$ cat src/rtl/cw_pkg.sv
package cw_pkg;
  // word geometry
  localparam int WORD_W     = 32;
  localparam int LANES      = 4;
  localparam int SRAM_LANES = 2;
  localparam int WIDE_W     = WORD_W * LANES;
  localparam int SRAM_W     = WORD_W * SRAM_LANES;
  localparam int LANE_IDX_W = $clog2(LANES);

  // paged layout: offsets inside one page
  localparam int PAGE_SHIFT   = 13;
  localparam int OFF_PTR_A    = 'h830;
  localparam int OFF_PTR_B    = 'hA10;
  localparam int OFF_SINGLE_A = 'h400;
  localparam int OFF_SINGLE_B = 'h420;

  typedef enum logic [2:0] {
    AC_WIDE     = 3'd0,  // normal 128-bit register dword
    AC_SPEC_LO  = 3'd1,  // lower dword of a descriptor pointer
    AC_SPEC_TOP = 3'd2,  // top dword of a descriptor pointer
    AC_SINGLE   = 3'd3,  // plain 32-bit register
    AC_SRAM     = 3'd4   // SRAM dword
  } acc_kind_e;
endpackage

$ cat src/rtl/cw_decode.sv
module cw_decode
  import cw_pkg::*;
#(
  parameter int          ADDR_W    = 20,
  parameter int unsigned SRAM_BASE = 'h80000
) (
  input  logic [ADDR_W-1:0]     addr,
  output acc_kind_e             kind,
  output logic [ADDR_W-1:0]     tgt,
  output logic [LANE_IDX_W-1:0] lane,
  output logic                  clr
);
  localparam int OFF_W = PAGE_SHIFT;

  logic [OFF_W-1:0] off;
  logic             in_sram;
  logic             page_zero;
  logic             is_single;
  logic             is_ptr;
  logic             is_top;

  always_comb begin
    off       = addr[OFF_W-1:0];
    in_sram   = addr >= ADDR_W'(SRAM_BASE);
    page_zero = addr[ADDR_W-1:OFF_W] == '0;
    is_single = (off == OFF_W'(OFF_SINGLE_A)) || (off == OFF_W'(OFF_SINGLE_B));
    is_ptr    = (off[OFF_W-1:4] == (OFF_W-4)'(OFF_PTR_A >> 4)) ||
                (off[OFF_W-1:4] == (OFF_W-4)'(OFF_PTR_B >> 4));
    is_top    = off[3:2] == 2'b11;
  end

  always_comb begin
    clr = 1'b0;
    if (in_sram) begin
      kind = AC_SRAM;
      tgt  = {addr[ADDR_W-1:3], 3'b000};
      lane = {1'b0, addr[2]};
    end else begin
      tgt  = {addr[ADDR_W-1:4], 4'b0000};
      lane = addr[3:2];
      if (is_single) begin
        kind = AC_SINGLE;
        clr  = page_zero && (off == OFF_W'(OFF_SINGLE_B));
      end else if (is_ptr) begin
        kind = is_top ? AC_SPEC_TOP : AC_SPEC_LO;
      end else begin
        kind = AC_WIDE;
      end
    end
  end
endmodule

$ cat src/rtl/cw_collect.sv
module cw_collect
  import cw_pkg::*;
#(
  parameter int ADDR_W = 20
) (
  input  logic                  clk,
  input  logic                  rst_n,
  input  logic                  in_valid,
  input  logic [WORD_W-1:0]     in_data,
  input  acc_kind_e             in_kind,
  input  logic [ADDR_W-1:0]     in_tgt,
  input  logic [LANE_IDX_W-1:0] in_lane,
  input  logic                  in_clr,
  output logic                  cm_wide,
  output logic                  cm_sram,
  output logic                  cm_dw,
  output logic [ADDR_W-1:0]     cm_addr,
  output logic [WIDE_W-1:0]     cm_data
);
  localparam logic [LANES-1:0] FULL_WIDE = '1;
  localparam logic [LANES-1:0] FULL_SRAM = LANES'((1 << SRAM_LANES) - 1);

  logic              busy_q, n_busy;
  logic              sram_q, n_sram;
  logic [ADDR_W-1:0] addr_q, n_addr;
  logic [LANES-1:0]  mask_q, n_mask;
  logic [WORD_W-1:0] data_q [LANES];

  logic              hit;
  logic              store;
  logic              use_zero;
  logic [LANES-1:0]  lane_sel;
  logic [LANES-1:0]  merged_mask;
  logic [LANES-1:0]  full_mask;
  logic [WIDE_W-1:0] merged_flat;
  logic [WIDE_W-1:0] zero_flat;

  assign hit         = busy_q && (sram_q == (in_kind == AC_SRAM)) && (addr_q == in_tgt);
  assign lane_sel    = LANES'(1) << in_lane;
  assign merged_mask = (hit ? mask_q : '0) | lane_sel;
  assign full_mask   = (in_kind == AC_SRAM) ? FULL_SRAM : FULL_WIDE;

  // per-lane storage and the two commit views
  for (genvar i = 0; i < LANES; i++) begin : g_lane
    always_ff @(posedge clk) begin
      if (store && lane_sel[i]) data_q[i] <= in_data;
    end
    assign merged_flat[i*WORD_W +: WORD_W] = lane_sel[i] ? in_data : data_q[i];
    if (i == LANES - 1) begin : g_top
      assign zero_flat[i*WORD_W +: WORD_W] = in_data;
    end else begin : g_low
      assign zero_flat[i*WORD_W +: WORD_W] = (hit && mask_q[i]) ? data_q[i] : '0;
    end
  end

  always_comb begin
    n_busy   = busy_q;
    n_sram   = sram_q;
    n_addr   = addr_q;
    n_mask   = mask_q;
    store    = 1'b0;
    use_zero = 1'b0;
    cm_wide  = 1'b0;
    cm_sram  = 1'b0;
    cm_dw    = 1'b0;
    if (in_valid) begin
      case (in_kind)
        AC_SINGLE: begin
          cm_dw = 1'b1;
          if (in_clr) begin
            n_busy = 1'b0;
            n_mask = '0;
          end
        end
        AC_SPEC_TOP: begin
          cm_wide  = 1'b1;
          use_zero = 1'b1;
          if (hit) begin
            n_busy = 1'b0;
            n_mask = '0;
          end
        end
        AC_SPEC_LO: begin
          if (!busy_q || hit) begin
            store  = 1'b1;
            n_busy = 1'b1;
            n_sram = 1'b0;
            n_addr = in_tgt;
            n_mask = merged_mask;
          end
        end
        default: begin // AC_WIDE, AC_SRAM
          if (merged_mask == full_mask) begin
            cm_wide = (in_kind != AC_SRAM);
            cm_sram = (in_kind == AC_SRAM);
            n_busy  = 1'b0;
            n_mask  = '0;
          end else begin
            store  = 1'b1;
            n_busy = 1'b1;
            n_sram = (in_kind == AC_SRAM);
            n_addr = in_tgt;
            n_mask = merged_mask;
          end
        end
      endcase
    end
  end

  assign cm_addr = in_tgt;
  assign cm_data = use_zero ? zero_flat : merged_flat;

  always_ff @(posedge clk) begin
    if (!rst_n) begin
      busy_q <= 1'b0;
      sram_q <= 1'b0;
      addr_q <= '0;
      mask_q <= '0;
    end else begin
      busy_q <= n_busy;
      sram_q <= n_sram;
      addr_q <= n_addr;
      mask_q <= n_mask;
    end
  end

  assert_clear_empties_R8: assert property (@(posedge clk) disable iff (!rst_n)
    (in_valid && in_kind == AC_SINGLE && in_clr) |=> (!busy_q && mask_q == '0));

  assert_drop_keeps_state_R6: assert property (@(posedge clk) disable iff (!rst_n)
    (in_valid && in_kind == AC_SPEC_LO && busy_q && !hit) |=>
      ($stable(mask_q) && $stable(addr_q) && busy_q));

  assert_repeat_no_advance_R2: assert property (@(posedge clk) disable iff (!rst_n)
    (in_valid && in_kind == AC_WIDE && hit && mask_q[in_lane]) |=>
      (mask_q == $past(mask_q)));

  assert_single_leaves_collector_R7: assert property (@(posedge clk) disable iff (!rst_n)
    (in_valid && in_kind == AC_SINGLE && !in_clr) |=>
      ($stable(mask_q) && $stable(busy_q)));
endmodule

$ cat src/rtl/cw_out_stage.sv
module cw_out_stage
  import cw_pkg::*;
#(
  parameter int          ADDR_W    = 20,
  parameter int unsigned SRAM_BASE = 'h80000,
  localparam int         SIDX_W    = ADDR_W - 3
) (
  input  logic              clk,
  input  logic              rst_n,
  input  logic              cm_wide,
  input  logic              cm_sram,
  input  logic              cm_dw,
  input  logic [ADDR_W-1:0] cm_addr,
  input  logic [WIDE_W-1:0] cm_data,
  input  logic [ADDR_W-1:0] raw_addr,
  input  logic [WORD_W-1:0] raw_data,
  output logic              reg_wr_en,
  output logic [ADDR_W-1:0] reg_wr_addr,
  output logic [WIDE_W-1:0] reg_wr_data,
  output logic              sram_wr_en,
  output logic [SIDX_W-1:0] sram_wr_idx,
  output logic [SRAM_W-1:0] sram_wr_data,
  output logic              dw_wr_en,
  output logic [ADDR_W-1:0] dw_wr_addr,
  output logic [WORD_W-1:0] dw_wr_data
);
  logic [SIDX_W-1:0] idx_next;
  assign idx_next = SIDX_W'((cm_addr - ADDR_W'(SRAM_BASE)) >> 3);

  always_ff @(posedge clk) begin
    if (!rst_n) begin
      reg_wr_en  <= 1'b0;
      sram_wr_en <= 1'b0;
      dw_wr_en   <= 1'b0;
    end else begin
      reg_wr_en  <= cm_wide;
      sram_wr_en <= cm_sram;
      dw_wr_en   <= cm_dw;
    end
  end

  always_ff @(posedge clk) begin
    if (cm_wide) begin
      reg_wr_addr <= cm_addr;
      reg_wr_data <= cm_data;
    end
    if (cm_sram) begin
      sram_wr_idx  <= idx_next;
      sram_wr_data <= cm_data[SRAM_W-1:0];
    end
    if (cm_dw) begin
      dw_wr_addr <= raw_addr;
      dw_wr_data <= raw_data;
    end
  end

  assert_wide_aligned_R1: assert property (@(posedge clk) disable iff (!rst_n)
    reg_wr_en |-> (reg_wr_addr[3:0] == 4'b0000));

  assert_sram_has_cause_R4: assert property (@(posedge clk) disable iff (!rst_n)
    sram_wr_en |-> $past(cm_sram));
endmodule

$ cat src/rtl/wide_write_collector.sv
module wide_write_collector
  import cw_pkg::*;
#(
  parameter int          ADDR_W    = 20,
  parameter int unsigned SRAM_BASE = 'h80000,
  localparam int         SIDX_W    = ADDR_W - 3
) (
  input  logic              clk,
  input  logic              rst_n,
  input  logic              host_valid,
  input  logic [ADDR_W-1:0] host_addr,
  input  logic [31:0]       host_data,
  output logic              reg_wr_en,
  output logic [ADDR_W-1:0] reg_wr_addr,
  output logic [127:0]      reg_wr_data,
  output logic              sram_wr_en,
  output logic [SIDX_W-1:0] sram_wr_idx,
  output logic [63:0]       sram_wr_data,
  output logic              dw_wr_en,
  output logic [ADDR_W-1:0] dw_wr_addr,
  output logic [31:0]       dw_wr_data
);
  acc_kind_e             d_kind;
  logic [ADDR_W-1:0]     d_tgt;
  logic [LANE_IDX_W-1:0] d_lane;
  logic                  d_clr;

  logic                  c_wide, c_sram, c_dw;
  logic [ADDR_W-1:0]     c_addr;
  logic [WIDE_W-1:0]     c_data;

  cw_decode #(.ADDR_W(ADDR_W), .SRAM_BASE(SRAM_BASE)) u_decode (
    .addr (host_addr),
    .kind (d_kind),
    .tgt  (d_tgt),
    .lane (d_lane),
    .clr  (d_clr)
  );

  cw_collect #(.ADDR_W(ADDR_W)) u_collect (
    .clk      (clk),
    .rst_n    (rst_n),
    .in_valid (host_valid),
    .in_data  (host_data),
    .in_kind  (d_kind),
    .in_tgt   (d_tgt),
    .in_lane  (d_lane),
    .in_clr   (d_clr),
    .cm_wide  (c_wide),
    .cm_sram  (c_sram),
    .cm_dw    (c_dw),
    .cm_addr  (c_addr),
    .cm_data  (c_data)
  );

  cw_out_stage #(.ADDR_W(ADDR_W), .SRAM_BASE(SRAM_BASE)) u_out (
    .clk          (clk),
    .rst_n        (rst_n),
    .cm_wide      (c_wide),
    .cm_sram      (c_sram),
    .cm_dw        (c_dw),
    .cm_addr      (c_addr),
    .cm_data      (c_data),
    .raw_addr     (host_addr),
    .raw_data     (host_data),
    .reg_wr_en    (reg_wr_en),
    .reg_wr_addr  (reg_wr_addr),
    .reg_wr_data  (reg_wr_data),
    .sram_wr_en   (sram_wr_en),
    .sram_wr_idx  (sram_wr_idx),
    .sram_wr_data (sram_wr_data),
    .dw_wr_en     (dw_wr_en),
    .dw_wr_addr   (dw_wr_addr),
    .dw_wr_data   (dw_wr_data)
  );

  assert_top_dword_commits_R5: assert property (@(posedge clk) disable iff (!rst_n)
    (host_valid && d_kind == AC_SPEC_TOP) |=> reg_wr_en);

  assert_single_commit_port_R9: assert property (@(posedge clk) disable iff (!rst_n)
    !(reg_wr_en && sram_wr_en));

  assert_narrow_has_cause_R7: assert property (@(posedge clk) disable iff (!rst_n)
    dw_wr_en |-> $past(host_valid));
endmodule

$ cat config.mk
export PLATFORM = sky130hd
export DESIGN_NAME = wide_write_collector
export DESIGN_NICKNAME = d
export VERILOG_FILES = /design/src/rtl/cw_pkg.sv /design/src/rtl/cw_decode.sv /design/src/rtl/cw_collect.sv /design/src/rtl/cw_out_stage.sv /design/src/rtl/wide_write_collector.sv
export SDC_FILE = /design/constraint.sdc
export NUM_CORES = 1
export LEC_CHECK = 0
export ABC_AREA = 1
export BUFFER_PORTS_ARGS = -buffer_cell sky130_fd_sc_hd__buf_2
export CAP_MARGIN = 20
export CORE_AREA = 4 4 175 177
export DETAILED_ROUTE_END_ITERATION = 8
export DIE_AREA = 0 0 179 181
export GPL_TIMING_DRIVEN = 0
export MAX_ROUTING_LAYER = met4
export PLACE_DENSITY_LB_ADDON = 0.2
export RECOVER_POWER = 25
export SETUP_SLACK_MARGIN = 0.3
export SYNTH_ARGS = -nofsm -noshare
export SYNTH_HDL_FRONTEND = slang
export SYNTH_SLANG_ARGS = --single-unit
$ cat constraint.sdc
create_clock -name clk -period 11 [get_ports clk]
set_input_delay 1.1 -clock clk [delete_from_list [all_inputs] [get_ports clk]]
set_output_delay 1.1 -clock clk [all_outputs]
set_load 0.05 [all_outputs]
==> results by group <==
Logic synthesis
  • Syn Area/Cell: 15.3 sq um
  • Post-synth EDFFs: 406
  • Synthesized flop and latch total: 432
  • Synthesized area: 15,500 sq um
  • Synth unique cells: 35
  • Mapped Cells: 1,011
  • Post-synth top cells: 406 x edfxtp_1, 158 x inv_1, 112 x nand2_1
  • Synth async-reset ratio: 0%
  • Dominant cell type by area after synthesis: edfxtp_1
  • Top cells by area in the synthesized netlist: edfxtp_1 79%, inv_1 3.8%, o22ai_1 3.8%
  • Share of the synthesized area in the top cell type: 78.9%
  • Post-synth top flop: edfxtp_1
  • Syn. warnings: 0
  • Most common cell in the synthesized netlist: edfxtp_1
  • Sequential element share of the synthesized area: 82.3%

Worst setup path
  • Worst Path Required: 11.18 ns
  • Cells on worst reg2reg path: 14
  • Register-to-register setup slack: 7.77 ns
  • Slowest stage delay, CP: 0.42 ns
  • Worst Path Arrival: 4.39 ns
  • Startpoint types: primary input
  • Buf+Inv Stages, Crit Path: 6
  • Slowest cell on crit path: nand2_4
  • Critical path fanouts, max: 67
  • Count of cell instances traversed by the critical path: 15
  • Most numerous cell on the critical path: clkbuf_1
  • Critical path class: in2reg
  • End point of the critical path: u_out.reg_wr_data[70]
  • Top delay family on crit path: buffers and inverters
  • Worst R2R End: u_out.reg_wr_data[70]
  • Crit path from: host_addr[19]
  • CP cell instances: clkbuf_1, clkbuf_1, clkinv_1, clkbuf_1, o21ai_2, nand3_2, nor2_4, nand4_1, nand2_1, nand2_1, nor2_4, nand3_1, nand2_4, buf_16, buf_16
  • Setup crit end kind: flip-flop
  • Reg2reg start: u_collect.addr_q[16]

Die
  • Initial Util: between 50 and 60%
  • Core Area: 29,200 sq um
  • Total die area: around 32,000 sq um
  • Die Width: 179 um
  • Row Count: 63
  • Ports: between 300 and 400
  • Die Y: 181 um

Clock tree
  • H-tree levels: 2
  • Worst-Skew Late Latency: around 0.53 ns
  • Root Buffer: clkbuf_16
  • Buffer levels on the longest clock path: 3
  • # clock sinks: between 400 and 500
  • Cts repair resizes: 0
  • CTS tree: built
  • Hold buffer count at CTS: 0
  • Setup Buffers After CTS: 0
  • Num CTS Buffers: 42
  • Clk pin slew, worst setup/hold paths: 0.06 ns

Finish
  • Fillers: ~2,200
  • Final instance area: 19,200 sq um
  • Post-layout nets: around 1,500
  • Synth-to-Final Area Change: 24.3%
  • FF+latch area: 12,700 sq um
  • Multi-input logic area: 1990 sq um
  • Layout cell share with drive strength beyond 1: between 20% and 30%
  • Final Util: 65.7%

Routing
  • DR WL/cell: between 15 and 20 um
  • ANT nets after route: 0
  • Via count: 9,323
  • Routed WL: 35.6 mm
  • Routed vias/inst: 5.09
  • Drt first pass iters: 5
  • Initial DRC count: 660
  • # DRC: 0

STA
  • Hold_ws: between 0.4 and 0.5 ns
  • Min cycle time layout: roughly 4.2 ns
  • Max Clk Rate: 0.238 GHz
  • Rel. slew slack: 50.9%
  • Fin. Hold Viols: 0
  • RSZ-0062 raised after global routing: no
  • Max-slew violations: 0
  • Final worst setup slack: 6.80 ns
  • Fin Clk Skew: 0.0125 ns
  • Setup violators final: 0
  • TNS Setup: 0 ns
  • Worst-Margin Slew: 0.732 ns
  • Tcrit/Tclk final: 38.2%

Power and ir drop
  • PwrDens: about 180 nW/um^2
  • Maximum VDD drop: between 100 and 150 uV
  • Static Leak: about 7.4 nW

Placed design
  • Area post-placement: 17,900 sq um
  • Placer Congestion: 0.844
  • HPWL after detailed placement: 23.9 mm
  • Port bufs: between 300 and 400
  • Pre-CTS WS: slightly below 7 ns

Global route
  • Initial antenna violation count: 0
  • GRT Util Overall: 22.2%
  • Largest net degree at the start of global routing: 68
  • Grt met1 use: 28.7%
  • Met2 Resource Use GR: roughly 36%
  • GR peak layer: met2
  • Vias in the first global route: 9,401
  • GRT overflow: 0
  • Met3 Track Usage GR: under 10%
  • First-pass GRT wire length: ~53 mm

Status
  • Status: complete, no violations

Worst hold path
  • Hold Path Class: reg2reg

Run
  • MaxCap Viol Count: 0
[final cells by class]
cell class / count / share of cell area, %
buffer: 36 / 0.912
sequential: 432 / 66.2
clock inverter: 26 / 1.31
timing repair buffer: 350 / 9.41
clock buffer: 51 / 6.03
inverter: 164 / 3.22
tap: 390 / 2.54
multi-input combinational: 381 / 10.4
antenna: 1 / 0.0130
[power breakdown]
group          leakage (nW)  switching (W)  internal (W)  total, W
Sequential             3.89      0.0000127       0.00185   0.00186
Combinational          2.81       0.000153     0.0000499  0.000203
Clock                 0.699       0.000576      0.000867   0.00144
[per-stage QoR]
stage                     power [W]  std cells
after floorplan             0.00203       1013
after global placement      0.00210       1737
after detailed placement    0.00210       1753
after CTS                   0.00354       1830
after global routing        0.00363       1830
final                       0.00351       1831
[layout by cell type (no fill, tap or decap), drive strengths merged, types with 7 or more instances in the layout]
| master | netlist | layout |
|---|---|---|
| clkinv | 0 | 20 |
| a21oi | 8 | 8 |
| nand4 | 7 | 7 |
| inv | 164 | 164 |
| nor2 | 63 | 63 |
| nand3 | 30 | 30 |
| clkbuf | 17 | 183 |
| o21ai | 46 | 46 |
| edfxtp | 406 | 406 |
| buf | 19 | 254 |
| nand2 | 114 | 114 |
| dfxtp | 26 | 26 |
| o22ai | 93 | 93 |
[flip-flops by register name (all words and copies together), names as in the netlist]
name                count
u_out.dw_wr_data       32
u_collect.data_q      128
u_collect.mask_q        4
u_collect.addr_q       17
u_collect.busy_q        1
u_out.sram_wr_data     64
u_out.reg_wr_data     128
u_collect.sram_q        1
u_out.dw_wr_addr       20
u_out.sram_wr_idx      17
u_out.dw_wr_en          1
u_out.reg_wr_addr      17
u_out.reg_wr_en         1
u_out.sram_wr_en        1
[kinds of logic (layout without fill, tap and decap cells)]
| family | count (synthesis) | after routing | synth area share, % |
|---|---|---|---|
| other cells | 1 | 4 | 0.0243 |
| buf+inv | 200 | 627 | 5.21 |
| compound gates | 152 | 152 | 5.81 |
| flops | 432 | 432 | 82.3 |
| xor+xnor | 1 | 1 | 0.0567 |
| simple gates | 225 | 225 | 6.63 |
[routing by layer]
metal / share of wire (%) / vias up / wire length (um)
li1: - / 4408 / -
met1: 40 / 4468 / 14400
met2: 49 / 383 / 17400
met3: 8.0 / 64 / 2840
met4: 2.7 / 0 / 963
met5: 0 / - / 0
[worst reg2reg max path: stages, from the launching register on]
cell and delay, ns:
dfxtp_1 0.36, inv_1 0.05, nand2_1 0.05, nand2_1 0.05
nor2_1 0.14, nand2_1 0.08, nor2_2 0.28, nand4_1 0.21
nand2_1 0.10, nand2_1 0.09, nor2_4 0.17, nand3_1 0.16
nand2_4 0.42, buf_16 0.34, buf_16 0.33
[worst min path at each step]
stage | cells past startpoint | end | slack (ns) | startpoint
6_report | 2 | u_collect.addr_q[5] | 0.49 | u_collect.addr_q[5]
5_1_grt | 2 | u_collect.addr_q[12] | 0.52 | u_collect.addr_q[12]
4_1_cts | 2 | u_collect.addr_q[5] | 0.49 | u_collect.addr_q[5]
3_5_place_dp | 2 | u_collect.addr_q[5] | 0.48 | u_collect.addr_q[5]
3_3_place_gp | 2 | u_collect.addr_q[5] | 0.45 | u_collect.addr_q[5]
2_1_floorplan | 2 | u_collect.addr_q[5] | 0.44 | u_collect.addr_q[5]
(Power assumes the default switching activity.)
